## src/rtl/qdac_pkg.sv

```systemverilog
package qdac_pkg;

    typedef enum logic [2:0] {
        ST_IDLE,
        ST_ADDR,
        ST_ADDR_ACK,
        ST_RX,
        ST_RX_ACK,
        ST_TX,
        ST_TX_ACK,
        ST_IGNORE
    } link_state_t;

    localparam logic [3:0] OP_CODE  = 4'h0;
    localparam logic [3:0] OP_LOAD1 = 4'h1;
    localparam logic [3:0] OP_LOAD2 = 4'h2;
    localparam logic [3:0] OP_LOAD3 = 4'h3;
    localparam logic [3:0] OP_POWER = 4'h4;

    function automatic logic op_is_load(input logic [3:0] op);
        return (op == OP_LOAD1) || (op == OP_LOAD2) || (op == OP_LOAD3);
    endfunction

endpackage

```

## src/rtl/qdac_line_sync.sv

```systemverilog
module qdac_line_sync #(
    parameter int STAGES = 2
) (
    input  logic clk,
    input  logic rst_n,
    input  logic scl_i,
    input  logic sda_i,
    output logic scl_s,
    output logic sda_s,
    output logic scl_rise,
    output logic scl_fall,
    output logic start_det,
    output logic stop_det
);
    logic [STAGES-1:0] scl_ff;
    logic [STAGES-1:0] sda_ff;
    logic              scl_d;
    logic              sda_d;

    always_ff @(posedge clk or negedge rst_n) begin
        if (!rst_n) begin
            scl_ff <= '1;
            sda_ff <= '1;
            scl_d  <= 1'b1;
            sda_d  <= 1'b1;
        end else begin
            scl_ff <= {scl_ff[STAGES-2:0], scl_i};
            sda_ff <= {sda_ff[STAGES-2:0], sda_i};
            scl_d  <= scl_ff[STAGES-1];
            sda_d  <= sda_ff[STAGES-1];
        end
    end

    assign scl_s     = scl_ff[STAGES-1];
    assign sda_s     = sda_ff[STAGES-1];
    assign scl_rise  = scl_s & ~scl_d;
    assign scl_fall  = ~scl_s & scl_d;
    assign start_det = scl_s & scl_d & sda_d & ~sda_s;
    assign stop_det  = scl_s & scl_d & ~sda_d & sda_s;

endmodule

```

## src/rtl/qdac_link_fsm.sv

```systemverilog
module qdac_link_fsm
    import qdac_pkg::*;
#(
    parameter logic [2:0] ADDR_HI = 3'b001
) (
    input  logic        clk,
    input  logic        rst_n,
    input  logic        scl_s,
    input  logic        sda_s,
    input  logic        scl_rise,
    input  logic        scl_fall,
    input  logic        start_det,
    input  logic        stop_det,
    input  logic [3:0]  addr_sel,
    input  logic [15:0] rd_word,
    output logic        sda_oe,
    output logic        exec,
    output logic [7:0]  blk_cmd,
    output logic [15:0] blk_data,
    output logic [7:0]  rd_cmd
);
    link_state_t state, nxt;
    logic [7:0]  shreg;
    logic [3:0]  bitcnt;
    logic [1:0]  byte_idx;
    logic [1:0]  tx_idx;
    logic        mack;
    logic [7:0]  cmd_q, hi_q, lo_q;
    logic [7:0]  tx_next;
    logic        addr_hit;
    logic        byte_done;

    assign addr_hit  = (shreg[7:1] == {ADDR_HI, addr_sel});
    assign byte_done = scl_fall && (bitcnt == 4'd8);
    assign blk_cmd   = cmd_q;
    assign blk_data  = {hi_q, lo_q};

    always_comb begin
        case (tx_idx)
            2'd0:    tx_next = rd_word[15:8];
            2'd1:    tx_next = rd_word[7:0];
            default: tx_next = 8'hFF;
        endcase
    end

    // next-state logic
    always_comb begin
        nxt = state;
        if (start_det) begin
            nxt = ST_ADDR;
        end else if (stop_det) begin
            nxt = ST_IDLE;
        end else begin
            unique case (state)
                ST_IDLE:     nxt = ST_IDLE;
                ST_ADDR:     if (byte_done) nxt = addr_hit ? ST_ADDR_ACK : ST_IGNORE;
                ST_ADDR_ACK: if (scl_fall) nxt = shreg[0] ? ST_TX : ST_RX;
                ST_RX:       if (byte_done) nxt = ST_RX_ACK;
                ST_RX_ACK:   if (scl_fall) nxt = ST_RX;
                ST_TX:       if (byte_done) nxt = ST_TX_ACK;
                ST_TX_ACK:   if (scl_fall) nxt = mack ? ST_IGNORE : ST_TX;
                ST_IGNORE:   nxt = ST_IGNORE;
                default:     nxt = ST_IDLE;
            endcase
        end
    end

    // state register
    always_ff @(posedge clk or negedge rst_n) begin
        if (!rst_n) state <= ST_IDLE;
        else        state <= nxt;
    end

    // datapath and outputs
    always_ff @(posedge clk or negedge rst_n) begin
        if (!rst_n) begin
            shreg    <= '0;
            bitcnt   <= '0;
            byte_idx <= '0;
            tx_idx   <= '0;
            mack     <= 1'b1;
            cmd_q    <= '0;
            hi_q     <= '0;
            lo_q     <= '0;
            rd_cmd   <= '0;
            sda_oe   <= 1'b0;
            exec     <= 1'b0;
        end else begin
            exec <= 1'b0;
            if (start_det) begin
                bitcnt   <= '0;
                byte_idx <= '0;
                sda_oe   <= 1'b0;
            end else if (stop_det) begin
                bitcnt <= '0;
                sda_oe <= 1'b0;
            end else begin
                unique case (state)
                    ST_ADDR: begin
                        if (scl_rise) begin
                            shreg  <= {shreg[6:0], sda_s};
                            bitcnt <= bitcnt + 4'd1;
                        end else if (byte_done) begin
                            bitcnt <= '0;
                            sda_oe <= addr_hit;
                            tx_idx <= '0;
                        end
                    end
                    ST_ADDR_ACK: begin
                        if (scl_fall) begin
                            bitcnt <= '0;
                            if (shreg[0]) begin
                                shreg  <= rd_word[15:8];
                                sda_oe <= ~rd_word[15];
                                tx_idx <= 2'd1;
                            end else begin
                                sda_oe <= 1'b0;
                            end
                        end
                    end
                    ST_RX: begin
                        if (scl_rise) begin
                            shreg  <= {shreg[6:0], sda_s};
                            bitcnt <= bitcnt + 4'd1;
                        end else if (byte_done) begin
                            bitcnt <= '0;
                            sda_oe <= 1'b1;
                            case (byte_idx)
                                2'd0: begin
                                    cmd_q  <= shreg;
                                    rd_cmd <= shreg;
                                end
                                2'd1:    hi_q <= shreg;
                                default: lo_q <= shreg;
                            endcase
                        end
                    end
                    ST_RX_ACK: begin
                        if (scl_fall) begin
                            sda_oe <= 1'b0;
                            if (byte_idx == 2'd2) begin
                                exec     <= 1'b1;
                                byte_idx <= '0;
                            end else begin
                                byte_idx <= byte_idx + 2'd1;
                            end
                        end
                    end
                    ST_TX: begin
                        if (scl_rise) begin
                            bitcnt <= bitcnt + 4'd1;
                        end else if (scl_fall) begin
                            if (bitcnt == 4'd8) begin
                                bitcnt <= '0;
                                sda_oe <= 1'b0;
                            end else begin
                                shreg  <= {shreg[6:0], 1'b1};
                                sda_oe <= ~shreg[6];
                            end
                        end
                    end
                    ST_TX_ACK: begin
                        if (scl_rise) begin
                            mack <= sda_s;
                        end else if (scl_fall && !mack) begin
                            shreg  <= tx_next;
                            sda_oe <= ~tx_next[7];
                            if (tx_idx != 2'd2) tx_idx <= tx_idx + 2'd1;
                        end
                    end
                    ST_IDLE, ST_IGNORE: begin
                        sda_oe <= 1'b0;
                    end
                    default: sda_oe <= 1'b0;
                endcase
            end
        end
    end

    // the pad drive only moves while the bus clock is low
    assert_sda_change_scl_low_R11: assert property (@(posedge clk) disable iff (!rst_n)
        !$stable(sda_oe) |-> !scl_s);

    // a foreign address never sees the slave pull SDA
    assert_ignore_released_R1: assert property (@(posedge clk) disable iff (!rst_n)
        (state == ST_IGNORE) |-> !sda_oe);

    // a block executes for exactly one system clock
    assert_exec_single_pulse_R2: assert property (@(posedge clk) disable iff (!rst_n)
        exec |=> !exec);

endmodule

```

## src/rtl/qdac_regbank.sv

```systemverilog
module qdac_regbank
    import qdac_pkg::*;
#(
    parameter int NCH = 4,
    parameter int DW  = 12
) (
    input  logic              clk,
    input  logic              rst_n,
    input  logic              exec,
    input  logic [7:0]        blk_cmd,
    input  logic [15:0]       blk_data,
    input  logic [7:0]        rd_cmd,
    output logic [NCH*DW-1:0] code_flat,
    output logic [NCH*DW-1:0] dac_flat,
    output logic [NCH-1:0]    pwr_down,
    output logic [15:0]       rd_word
);
    localparam int PAD = 16 - DW;
    localparam int CHW = (NCH > 1) ? $clog2(NCH) : 1;

    logic [DW-1:0]  code_q [NCH];
    logic [DW-1:0]  dac_q  [NCH];
    logic [NCH-1:0] pd_q;
    logic [NCH-1:0] wr_sel;
    logic [CHW-1:0] rch;
    logic [3:0]     wr_op;

    assign wr_op = blk_cmd[7:4];

    always_comb begin
        if (int'(blk_cmd[3:0]) >= NCH) wr_sel = '1;
        else wr_sel = {{(NCH-1){1'b0}}, 1'b1} << blk_cmd[3:0];
    end

    for (genvar c = 0; c < NCH; c++) begin : g_ch
        always_ff @(posedge clk or negedge rst_n) begin
            if (!rst_n) begin
                code_q[c] <= '0;
                dac_q[c]  <= '0;
            end else if (exec && wr_sel[c]) begin
                if (wr_op == OP_CODE)       code_q[c] <= blk_data[15 -: DW];
                else if (op_is_load(wr_op)) dac_q[c]  <= code_q[c];
            end
        end
        assign code_flat[c*DW +: DW] = code_q[c];
        assign dac_flat[c*DW +: DW]  = dac_q[c];
    end

    always_ff @(posedge clk or negedge rst_n) begin
        if (!rst_n)                             pd_q <= '0;
        else if (exec && wr_op == OP_POWER)     pd_q <= blk_data[NCH-1:0];
    end
    assign pwr_down = pd_q;

    assign rch = (int'(rd_cmd[3:0]) >= NCH) ? '0 : rd_cmd[CHW-1:0];

    always_comb begin
        rd_word = '0;
        if (rd_cmd[7:4] == OP_CODE)           rd_word = 16'(code_q[rch]) << PAD;
        else if (op_is_load(rd_cmd[7:4]))     rd_word = 16'(dac_q[rch]) << PAD;
        else if (rd_cmd[7:4] == OP_POWER)     rd_word = 16'(pd_q);
    end

    // CODE contents move only when a complete CODE block executes
    assert_code_only_on_write_R3: assert property (@(posedge clk) disable iff (!rst_n)
        !$stable(code_flat) |-> $past(exec && blk_cmd[7:4] == OP_CODE));

    // DAC contents move only when a complete load block executes
    assert_dac_only_on_load_R4: assert property (@(posedge clk) disable iff (!rst_n)
        !$stable(dac_flat) |-> $past(exec && op_is_load(blk_cmd[7:4])));

    // power flags move only when a complete power block executes
    assert_pwr_only_on_power_R5: assert property (@(posedge clk) disable iff (!rst_n)
        !$stable(pwr_down) |-> $past(exec && blk_cmd[7:4] == OP_POWER));

endmodule

```

## src/rtl/quad_dac_i2c_port.sv

```systemverilog
module quad_dac_i2c_port #(
    parameter int         NCH         = 4,
    parameter int         DW          = 12,
    parameter int         SYNC_STAGES = 2,
    parameter logic [2:0] ADDR_HI     = 3'b001
) (
    input  logic              clk,
    input  logic              rst_n,
    input  logic              scl_i,
    input  logic              sda_i,
    output logic              sda_oe,
    input  logic [3:0]        addr_sel,
    output logic [NCH*DW-1:0] code_flat,
    output logic [NCH*DW-1:0] dac_flat,
    output logic [NCH-1:0]    pwr_down
);
    logic        scl_s, sda_s, scl_rise, scl_fall, start_det, stop_det;
    logic        exec;
    logic [7:0]  blk_cmd, rd_cmd;
    logic [15:0] blk_data, rd_word;

    qdac_line_sync #(.STAGES(SYNC_STAGES)) u_sync (
        .clk       (clk),
        .rst_n     (rst_n),
        .scl_i     (scl_i),
        .sda_i     (sda_i),
        .scl_s     (scl_s),
        .sda_s     (sda_s),
        .scl_rise  (scl_rise),
        .scl_fall  (scl_fall),
        .start_det (start_det),
        .stop_det  (stop_det)
    );

    qdac_link_fsm #(.ADDR_HI(ADDR_HI)) u_fsm (
        .clk       (clk),
        .rst_n     (rst_n),
        .scl_s     (scl_s),
        .sda_s     (sda_s),
        .scl_rise  (scl_rise),
        .scl_fall  (scl_fall),
        .start_det (start_det),
        .stop_det  (stop_det),
        .addr_sel  (addr_sel),
        .rd_word   (rd_word),
        .sda_oe    (sda_oe),
        .exec      (exec),
        .blk_cmd   (blk_cmd),
        .blk_data  (blk_data),
        .rd_cmd    (rd_cmd)
    );

    qdac_regbank #(.NCH(NCH), .DW(DW)) u_regs (
        .clk       (clk),
        .rst_n     (rst_n),
        .exec      (exec),
        .blk_cmd   (blk_cmd),
        .blk_data  (blk_data),
        .rd_cmd    (rd_cmd),
        .code_flat (code_flat),
        .dac_flat  (dac_flat),
        .pwr_down  (pwr_down),
        .rd_word   (rd_word)
    );

endmodule

```

## config.mk

```make
export PLATFORM = sky130hd
export DESIGN_NAME = quad_dac_i2c_port
export DESIGN_NICKNAME = d
export VERILOG_FILES = /design/src/rtl/qdac_pkg.sv /design/src/rtl/qdac_line_sync.sv /design/src/rtl/qdac_link_fsm.sv /design/src/rtl/qdac_regbank.sv /design/src/rtl/quad_dac_i2c_port.sv
export SDC_FILE = /design/constraint.sdc
export NUM_CORES = 1
export LEC_CHECK = 0
export BUFFER_PORTS_ARGS = -buffer_cell sky130_fd_sc_hd__buf_2
export CORE_AREA = 2 2 133 135
export CTS_BUF_LIST = sky130_fd_sc_hd__clkbuf_2 sky130_fd_sc_hd__clkbuf_4 sky130_fd_sc_hd__clkbuf_8
export CTS_CLUSTER_DIAMETER = 50
export DETAILED_ROUTE_END_ITERATION = 6
export DIE_AREA = 0 0 135 137
export GPL_ROUTABILITY_DRIVEN = 0
export HOLD_SLACK_MARGIN = 0.05
export PLACE_DENSITY = 0.7
export SYNTH_ARGS = -nofsm -noshare
export SYNTH_HDL_FRONTEND = slang
export SYNTH_SLANG_ARGS = --single-unit
```

## constraint.sdc

```tcl
create_clock -name clk -period 6.22 [get_ports clk]
set_input_delay 1.866 -clock clk [delete_from_list [all_inputs] [get_ports clk]]
set_output_delay 1.866 -clock clk [all_outputs]
set_load 0.05 [all_outputs]
```

==> summary.md, run 1 <==
| Metric | Value |
|---|---|
| Number of cells after detailed placement | 957 |
| Total grt overflow | 0 |
| Hold path cells | 0 |
| CP endpoint | code_flat[2] |
| Netlist Area Pre-Place | 7590 µm² |
| Leading area contributor after synthesis | dfrtp_1 |
| RSZ-0062 raised after global routing | false |
| Sequential power share | 0.492 |
| Post-DP HPWL | 14.0 mm |
| Pwr per Cell Area | between 200 and 300 nW/µm² |
| Vias per std cell | about 5.9 |
| Number of cells on the worst reg-to-reg path | 5 |
| R2r setup slk | 3.20 ns |
| Area share of the largest cell type after synthesis | 0.478 |
| IO Port Bufs | 108 |
| # fillers | between 1,500 and 2,000 |
| Pre-CTS setup slack | 3.12 ns |
| Met2 wire length | 9.88 mm |
| Setup crit end kind | primary output |
| Hold_buf cts | 0 |
| Synthesized net count | 671 |
| CTS Sinks | 152 |
| Layout net count | roughly 760 |
| Mean Syn Cell Area | 11.5 µm² |
| Number of flops mapped to enable cells by yosys | 0 |
| Synth Warn # | 0 |
| Startpoint Class | register |
| DIE HEIGHT | 137 µm |
| Critical path startpoint | u_regs.code_flat[2] |
| Total power | 2.42 mW |
| Final slew viol count | 0 |
| Core area | 17,100 µm² |
| Post_cts resized | 0 |
| Hold Path Class | register to register |
| Leak | 4.31 nW |
| Worst Path Arrival | 1.19 ns |
| Post-Route WL | 20.6 mm |
| Cell breakdown of the critical path | buf_2 |
| Crit path max-delay cell type | dfrtp_1 |
| Hold slack | approximately 0.36 ns |
| CP top delay family | flip-flops |
| CP required | 4.35 ns |
| Endpoint of the worst register-to-register path | u_regs.dac_flat[19] |
| Initial drt markers | 516 |
| Clock buffer count from CTS | 17 |
| Chip width | 135 µm |
| Pre-antenna DRT Iters | 5 |
| Vias in the first global route | 5,410 |
| FMAX | 327 MHz |
| Comb power frac | 0.206 |
| Final cell count without fillers | 988 |
| Clock edge transition at the registers on the reported setup and hold paths | about 0.08 ns |
| CTS tree | yes |
| Crit path kind | register to primary output |
| Top layer reached by signal wires | met4 |
| CTS Buffer Depth | 2 |
| Worst-Skew Late Latency | 0.45 ns |
| Distinct cell type count after synthesis | 65 |
| Clock skew | 0.0133 ns |
| DRC | 0 |
| Post-synth ARST share | 1.00 |
| Post-route clock period utilization | 0.492 |
| Peak VDD IR | 0.237 mV |
| Final Hold Fails | 0 |
| Switching pwr | 0.791 mW |
| Clock power frac | 0.302 |
| Sequential element share of the synthesized area | 0.502 |
| Number of cell rows | 48 |
| Setup TNS | 0 ns |
| Pint | 1.63 mW |
| Status | complete, no violations |
| Post-route minimum period | 3.06 ns |
| Wire per inst | 20.8 µm |
| N_diodes | 0 |
| Sw Ratio | 0.327 |
| Setup Fix Bufs, Post-CTS | 0 |
| Post-synth top flop | dfrtp_1 |
| Initial antenna violation count | 0 |
| Worst slew margin | 0.251 |
| Worst r2r src | u_fsm.rd_cmd[3] |
| Num ports | 109 |
| ANT nets after route | 0 |
| Total number of vias | 5,834 |
| Initial core utilization | 0.445 |
| FF+latch count, synth | 152 |
| Total global-route track usage | 0.225 |
| Met1 wire length | 8.80 mm |
| CTS H-tree depth | 4 |
| Layout area overhead | 13.9% |
| Setup ws final | approximately 3.2 ns |
| Synth top area cells | dfrtp_1 48%, mux2_2 20%, dfstp_2 2.4% |
| Slowest cell delay on critical path | 0.44 ns |
| Worst slew pin tran | 1.12 ns |
| Global-route wire length before repair | 31.5 mm |
| CTS root buf | clkbuf_8 |
| Met3 WL post-DR | 1.56 mm |
| Largest net degree at the start of global routing | 63 |
| Worst Path Buf+Inv | 1 |
| CP Depth | 1 |
| MaxCap Viol Count | 0 |
| Die area | 18,500 µm² |
| Syn Inst Count | about 660 |
| Layout cell share with drive strength beyond 1 | 0.400 |
| Final setup fails | 0 |
| Largest fanout on the critical path | 5 |
## registers in the layout (all words and copies together) (netlist names)
signal,count
u_regs.code_flat,48
u_regs.dac_flat,48
u_fsm.hi_q,8
u_fsm.lo_q,8
u_fsm.rd_cmd,8
u_fsm.shreg,8
u_fsm.bitcnt,4
u_regs.pwr_down,4
u_fsm.state,3
u_fsm.byte_idx,2
u_fsm.tx_idx,2
u_sync.scl_ff,2
u_sync.sda_ff,2
u_fsm.exec,1
u_fsm.mack,1
u_fsm.sda_oe,1
u_sync.scl_d,1
u_sync.sda_d,1
## stage by stage
| step | utilization | area (µm²) |
|---|---|---|
| finish | 0.507 | 8640 |
| global route | 0.507 | 8640 |
| CTS | 0.507 | 8640 |
| detailed placement | 0.484 | 8260 |
| global placement | 0.484 | 8260 |
| floorplan | - | 7590 |
## layer usage
metal | up-vias | global-route usage
met2 | 243 | 0.360
met4 | 0 | 0.0567
li1 | 2632 | -
met5 | - | 0
met1 | 2929 | 0.304
met3 | 30 | 0.0633
## layout make-up
type | count | area, µm² | share of cell area
sequential | 152 | 3810 | 0.441
multi-input combinational | 457 | 3540 | 0.410
timing repair buffer | 114 | 592 | 0.0685
clock buffer | 24 | 312 | 0.0361
tap | 225 | 282 | 0.0326
clock inverter | 7 | 68.8 | 0.00796
inverter | 9 | 33.8 | 0.00391
## cells by family (layout without fill, tap and decap cells)
| family | count (synthesis) | in the layout | share of synthesized area |
|---|---|---|---|
| AND/OR/NAND/NOR | 157 | 157 | 0.105 |
| flip-flops | 152 | 152 | 0.502 |
| multiplexers | 147 | 147 | 0.216 |
| AO/OA/AOI/OAI | 143 | 143 | 0.131 |
| buffers and inverters | 49 | 154 | 0.0308 |
| adder cells (fa/ha/maj) | 5 | 5 | 0.00824 |
| XOR/XNOR | 5 | 5 | 0.00577 |
## worst min-delay path by stage
| stage | slack (ns) | endpoint | startpoint |
|---|---|---|---|
| floorplan | 0.35 | u_sync.scl_ff[1] | u_sync.scl_ff[0] |
| global placement | 0.35 | u_sync.scl_ff[1] | u_sync.scl_ff[0] |
| detailed placement | 0.35 | u_sync.scl_ff[1] | u_sync.scl_ff[0] |
| CTS | 0.36 | u_sync.scl_ff[1] | u_sync.scl_ff[0] |
| global route | 0.36 | u_sync.sda_ff[1] | u_sync.sda_ff[0] |
| finish | 0.36 | u_sync.scl_ff[1] | u_sync.scl_ff[0] |
## placed cells by master, fill, tap and decap left out, types with 4 or more instances in the layout
| cell | netlist | final |
|---|---|---|
| dfrtp_1 | 145 | 145 |
| mux2_2 | 137 | 137 |
| buf_2 | 21 | 107 |
| nor2_1 | 45 | 45 |
| nand2_1 | 41 | 41 |
| a21oi_1 | 29 | 29 |
| o21ai_0 | 29 | 29 |
| clkbuf_8 | 0 | 21 |
| o22ai_1 | 17 | 17 |
| nor3_1 | 16 | 16 |
| nand2b_1 | 11 | 11 |
| o221ai_1 | 10 | 10 |
| mux2i_1 | 10 | 10 |
| a31oi_1 | 8 | 8 |
| inv_1 | 8 | 8 |
| nor2b_1 | 8 | 8 |
| a221oi_1 | 7 | 7 |
| dfstp_2 | 7 | 7 |
| or2_2 | 6 | 6 |
| nand3_1 | 6 | 6 |
| a22o_1 | 6 | 6 |
| buf_4 | 2 | 6 |
| ha_1 | 5 | 5 |
| a211oi_1 | 4 | 4 |
## synth_stat cells (3+ instances only)
library cell,instances
a211oi_1,4
o221ai_1,10
a21boi_0,3
a22o_1,6
o22ai_1,17
a2111oi_0,3
nor3_1,16
dfrtp_1,145
nor2_1,45
a22oi_1,3
mux2_2,137
o21ai_0,29
dfstp_2,7
nor2b_1,8
ha_1,5
xor2_1,3
a21oi_1,29
mux2i_1,10
nand2_1,41
inv_1,8
or2_2,6
a31oi_1,8
a221oi_1,7
nand2b_1,11
nand3_1,6
and3b_1,3
buf_2,21
and3_1,3
clkbuf_1,14
## power by group through the flow
stage	Clock, mW	Combinational (mW)	Sequential (mW)
after floorplan	0	0.422	1.13
after global placement	0	0.483	1.21
after detailed placement	0	0.487	1.21
after CTS	0.744	0.492	1.19
after global routing	0.782	0.555	1.20
final	0.732	0.499	1.19
(Power assumes the default switching activity.)
==> run 2, diff against run 1 <==
--- a/config.mk
+++ b/config.mk
@@ -5,12 +5,13 @@
 export SDC_FILE = /design/constraint.sdc
 export NUM_CORES = 1
 export LEC_CHECK = 0
+export ABC_AREA = 1
 export BUFFER_PORTS_ARGS = -buffer_cell sky130_fd_sc_hd__buf_2
-export CORE_AREA = 2 2 133 135
+export CORE_AREA = 2 2 132 134
 export CTS_BUF_LIST = sky130_fd_sc_hd__clkbuf_2 sky130_fd_sc_hd__clkbuf_4 sky130_fd_sc_hd__clkbuf_8
 export CTS_CLUSTER_DIAMETER = 50
 export DETAILED_ROUTE_END_ITERATION = 6
-export DIE_AREA = 0 0 135 137
+export DIE_AREA = 0 0 134 136
 export GPL_ROUTABILITY_DRIVEN = 0
 export HOLD_SLACK_MARGIN = 0.05
 export PLACE_DENSITY = 0.7
==> constraint.sdc (replaced) <==
create_clock -name clk -period 3 [get_ports clk]
set_input_delay 0.9 -clock clk [delete_from_list [all_inputs] [get_ports clk]]
set_output_delay 0.9 -clock clk [all_outputs]
set_load 0.05 [all_outputs]
==> run 2 against run 1 <==
Against the previous run: worst hold slack gained 0.0040 ns; register-to-register slack worse by 2.7 ns; clock power increased by 140%; largest power group unchanged; highest routed layer unchanged.
==> summary.md, run 2 <==
| Metric | Value |
|---|---|
| Final slew viol count | 0 (unchanged) |
| Crit path kind | register to register |
| Hold Path Class | register to register |
| Register area | 3810 µm² (unchanged) |
| Layout area overhead | 15.8% |
| CTS tree | yes |
| Count leader, synth | nand2_1 |
| Layout cell share with drive strength beyond 1 | 0.187 (-0.213) |
| Final cell count without fillers | 1,290 (+31%) |
| Netlist Area Pre-Place | 7480 µm² (-1.4%) |
| Die area | 18,200 µm² (-1.5%) |
| Hold_buf cts | 0 (unchanged) |
| Pwr per Cell Area | 612 nW/µm² (+120%) |
| Post-DP HPWL | 14.9 mm (+6.3%) |
| Top cells by count, synth | 265 x nand2_1, 145 x dfrtp_1, 105 x inv_1 |
| CTS H-tree depth | 4 (unchanged) |
| Most frequent cells in the layout | 265 x nand2_1, 145 x dfrtp_1, 107 x buf_2, 105 x inv_1, 99 x o21ai_0 |
| Clock skew | 0.0118 ns (-0.00155 ns) |
| Startpoint Class | register |
| Distinct cell type count after synthesis | 34 (-48%) |
| Post-synth ARST share | 1.00 (unchanged) |
| Largest net degree at the start of global routing | 55 (-13%) |
| Worst slew margin | 0.479 (+0.228) |
| Mean Syn Cell Area | 7.86 µm² (-32%) |
| Area share of the largest cell type after synthesis | 0.485 (+0.00663) |
| # fillers | 1,633 (+5.2%) |
| Post_cts resized | 0 (unchanged) |
| Number of cell rows | 48 (unchanged) |
| RSZ-0062 raised after global routing | false |
| Number of flops mapped to enable cells by yosys | 0 (unchanged) |
| IO Port Bufs | 108 (unchanged) |
| Post-Route WL | 20.1 mm (-2.2%) |
| Post-layout util | 0.514 (+0.00697) |
| Wire per inst | 15.6 µm (-25%) |
| Num ports | 109 (unchanged) |
| Sequential element share of the synthesized area | 0.509 (+0.00697) |
| Core area | 16,900 µm² (-1.1%) |
| Total number of vias | 6,729 (+15%) |
| Synth Warn # | 0 (unchanged) |
| Synth top area cells | dfrtp_1 48%, nand2_1 13%, o21ai_0 6.6% |
| Setup crit end kind | register |
| Global-route wire length before repair | 32.6 mm (+3.4%) |
| Initial antenna violation count | 0 (unchanged) |
| Layout net count | 1,065 (+39%) |
| DRC | 0 (unchanged) |
| Leading area contributor after synthesis | dfrtp_1 |
| Setup ws final | 0.464 ns (-2.70 ns) |
| Leak | 4.53 nW (+5.0%) |
| FMAX | 394 MHz |
| N_diodes | 0 (unchanged) |
| Number of cells after detailed placement | 1,258 (+31%) |
| Total grt overflow | 0 (unchanged) |
| Chip width | 134 µm (-0.74%) |
| Vias per std cell | 5.22 (-12%) |
| Initial core utilization | 0.444 (-0.00140) |
| Initial drt markers | 490 (-5.0%) |
| Post-synth top flop | dfrtp_1 |
| FF+latch count, synth | 152 (unchanged) |
| Peak VDD IR | 0.323 mV (+36%) |
| Synthesized net count | 965 (+44%) |
| Final setup fails | 0 (unchanged) |
| ANT nets after route | 0 (unchanged) |
| Post-route minimum period | approximately 2.5 ns |
| CP required | 3.36 ns (-0.99 ns) |
| Final Hold Fails | 0 (unchanged) |
| Worst-Skew Late Latency | 0.47 ns (+0.02 ns) |
| DIE HEIGHT | 136 µm (-0.73%) |
| Commonest non-fill, non-tap cell in the layout | nand2_1 |
| Worst slew pin tran | 0.779 ns (-0.342 ns) |
| CTS root buf | clkbuf_8 |
| Post-route clock period utilization | 0.845 |
| Setup TNS | 0 ns (unchanged) |
| Pre-CTS setup slack | 0.508 ns (-2.61 ns) |
| Worst Path Arrival | 2.89 ns (+1.70 ns) |
| Setup Fix Bufs, Post-CTS | 0 (unchanged) |
| Clock edge transition at the registers on the reported setup and hold paths | 0.08 ns (about the same) |
| MaxCap Viol Count | 0 (unchanged) |
| Vias in the first global route | 6,220 (+15%) |
| Multi-input logic area | 3060 µm² (-14%) |
| Clock buffer count from CTS | 17 (unchanged) |
| Pre-antenna DRT Iters | 5 (unchanged) |
| Total global-route track usage | 0.230 (+0.00429) |
| Largest fanout on the critical path | 41 (+36) |
| Syn Inst Count | 952 (+45%) |
| CTS Sinks | 152 (unchanged) |
| CTS Buffer Depth | 2 (unchanged) |
| Status | complete, no violations |
run 2: per-stage QoR:
step / hold WS, ns / cell area [µm²] / total power, mW
finish: 0.361 / 8670 / 5.30
global route: 0.366 / 8670 / 5.62
CTS: 0.363 / 8670 / 5.31
global placement: 0.351 / 8230 / 3.57
floorplan: 0.345 / 7480 / 3.27
detailed placement: 0.347 / 8230 / 3.58
run 2: area by class of cell:
type                    instances  area share
flip-flops and latches        152       0.440
multi-input cells             650       0.353
repair buffers                122      0.0766
inverters                     109      0.0472
well taps                     225      0.0325
clock buffers                  18      0.0279
clock inverters                14      0.0227
run 2: cells by family (layout without fill, tap and decap cells):
logic type / after synthesis / in the layout / synth area share
adder cells (fa/ha/maj): 5 / 5 / 0.00836
buffers and inverters: 150 / 263 / 0.0814
AO/OA/AOI/OAI: 174 / 174 / 0.123
AND/OR/NAND/NOR: 454 / 454 / 0.253
XOR/XNOR: 3 / 3 / 0.00351
multiplexers: 14 / 14 / 0.0211
flip-flops: 152 / 152 / 0.509
run 2: where the power goes:
group          switching, mW  internal (mW)
Sequential             0.128           2.19
Combinational          0.848          0.401
Clock                  0.814          0.923
run 2: critical path, stage by stage (launching register included):
cell     delay (ns)
dfrtp_1        0.40
nor2_2         0.36
nand2_2        0.53
inv_2          0.42
nand2_1        0.10
nand2_1        0.07
nand2_1        0.05
nand2_1        0.05
nand2_1        0.10
nand2_1        0.10
nand3_1        0.07
a21oi_1        0.14
nor2_1         0.05
run 2: final timing paths:
path	cells after the start	end	startpoint	slack, ns
setup reg to reg	12	u_fsm.shreg[7]	u_fsm.rd_cmd[3]	0.46
min in group asynchronous	1	u_fsm.lo_q[1]	rst_n	0.38
max in group asynchronous	2	u_regs.dac_flat[30]	rst_n	1.86
setup / recovery	12	u_fsm.shreg[7]	u_fsm.rd_cmd[3]	0.46
hold / removal	0	u_sync.scl_ff[1]	u_sync.scl_ff[0]	0.36
hold reg to reg	0	u_sync.scl_ff[1]	u_sync.scl_ff[0]	0.36
run 2: layer usage:
| layer | vias to the layer above | track usage | wire length, µm |
|---|---|---|---|
| met1 | 3198 | 0.314 | 9130 |
| met2 | 242 | 0.363 | 9150 |
| met4 | 0 | 0.0898 | 588 |
| li1 | 3251 | - | - |
| met3 | 38 | 0.0436 | 1230 |
| met5 | - | 0 | 0 |
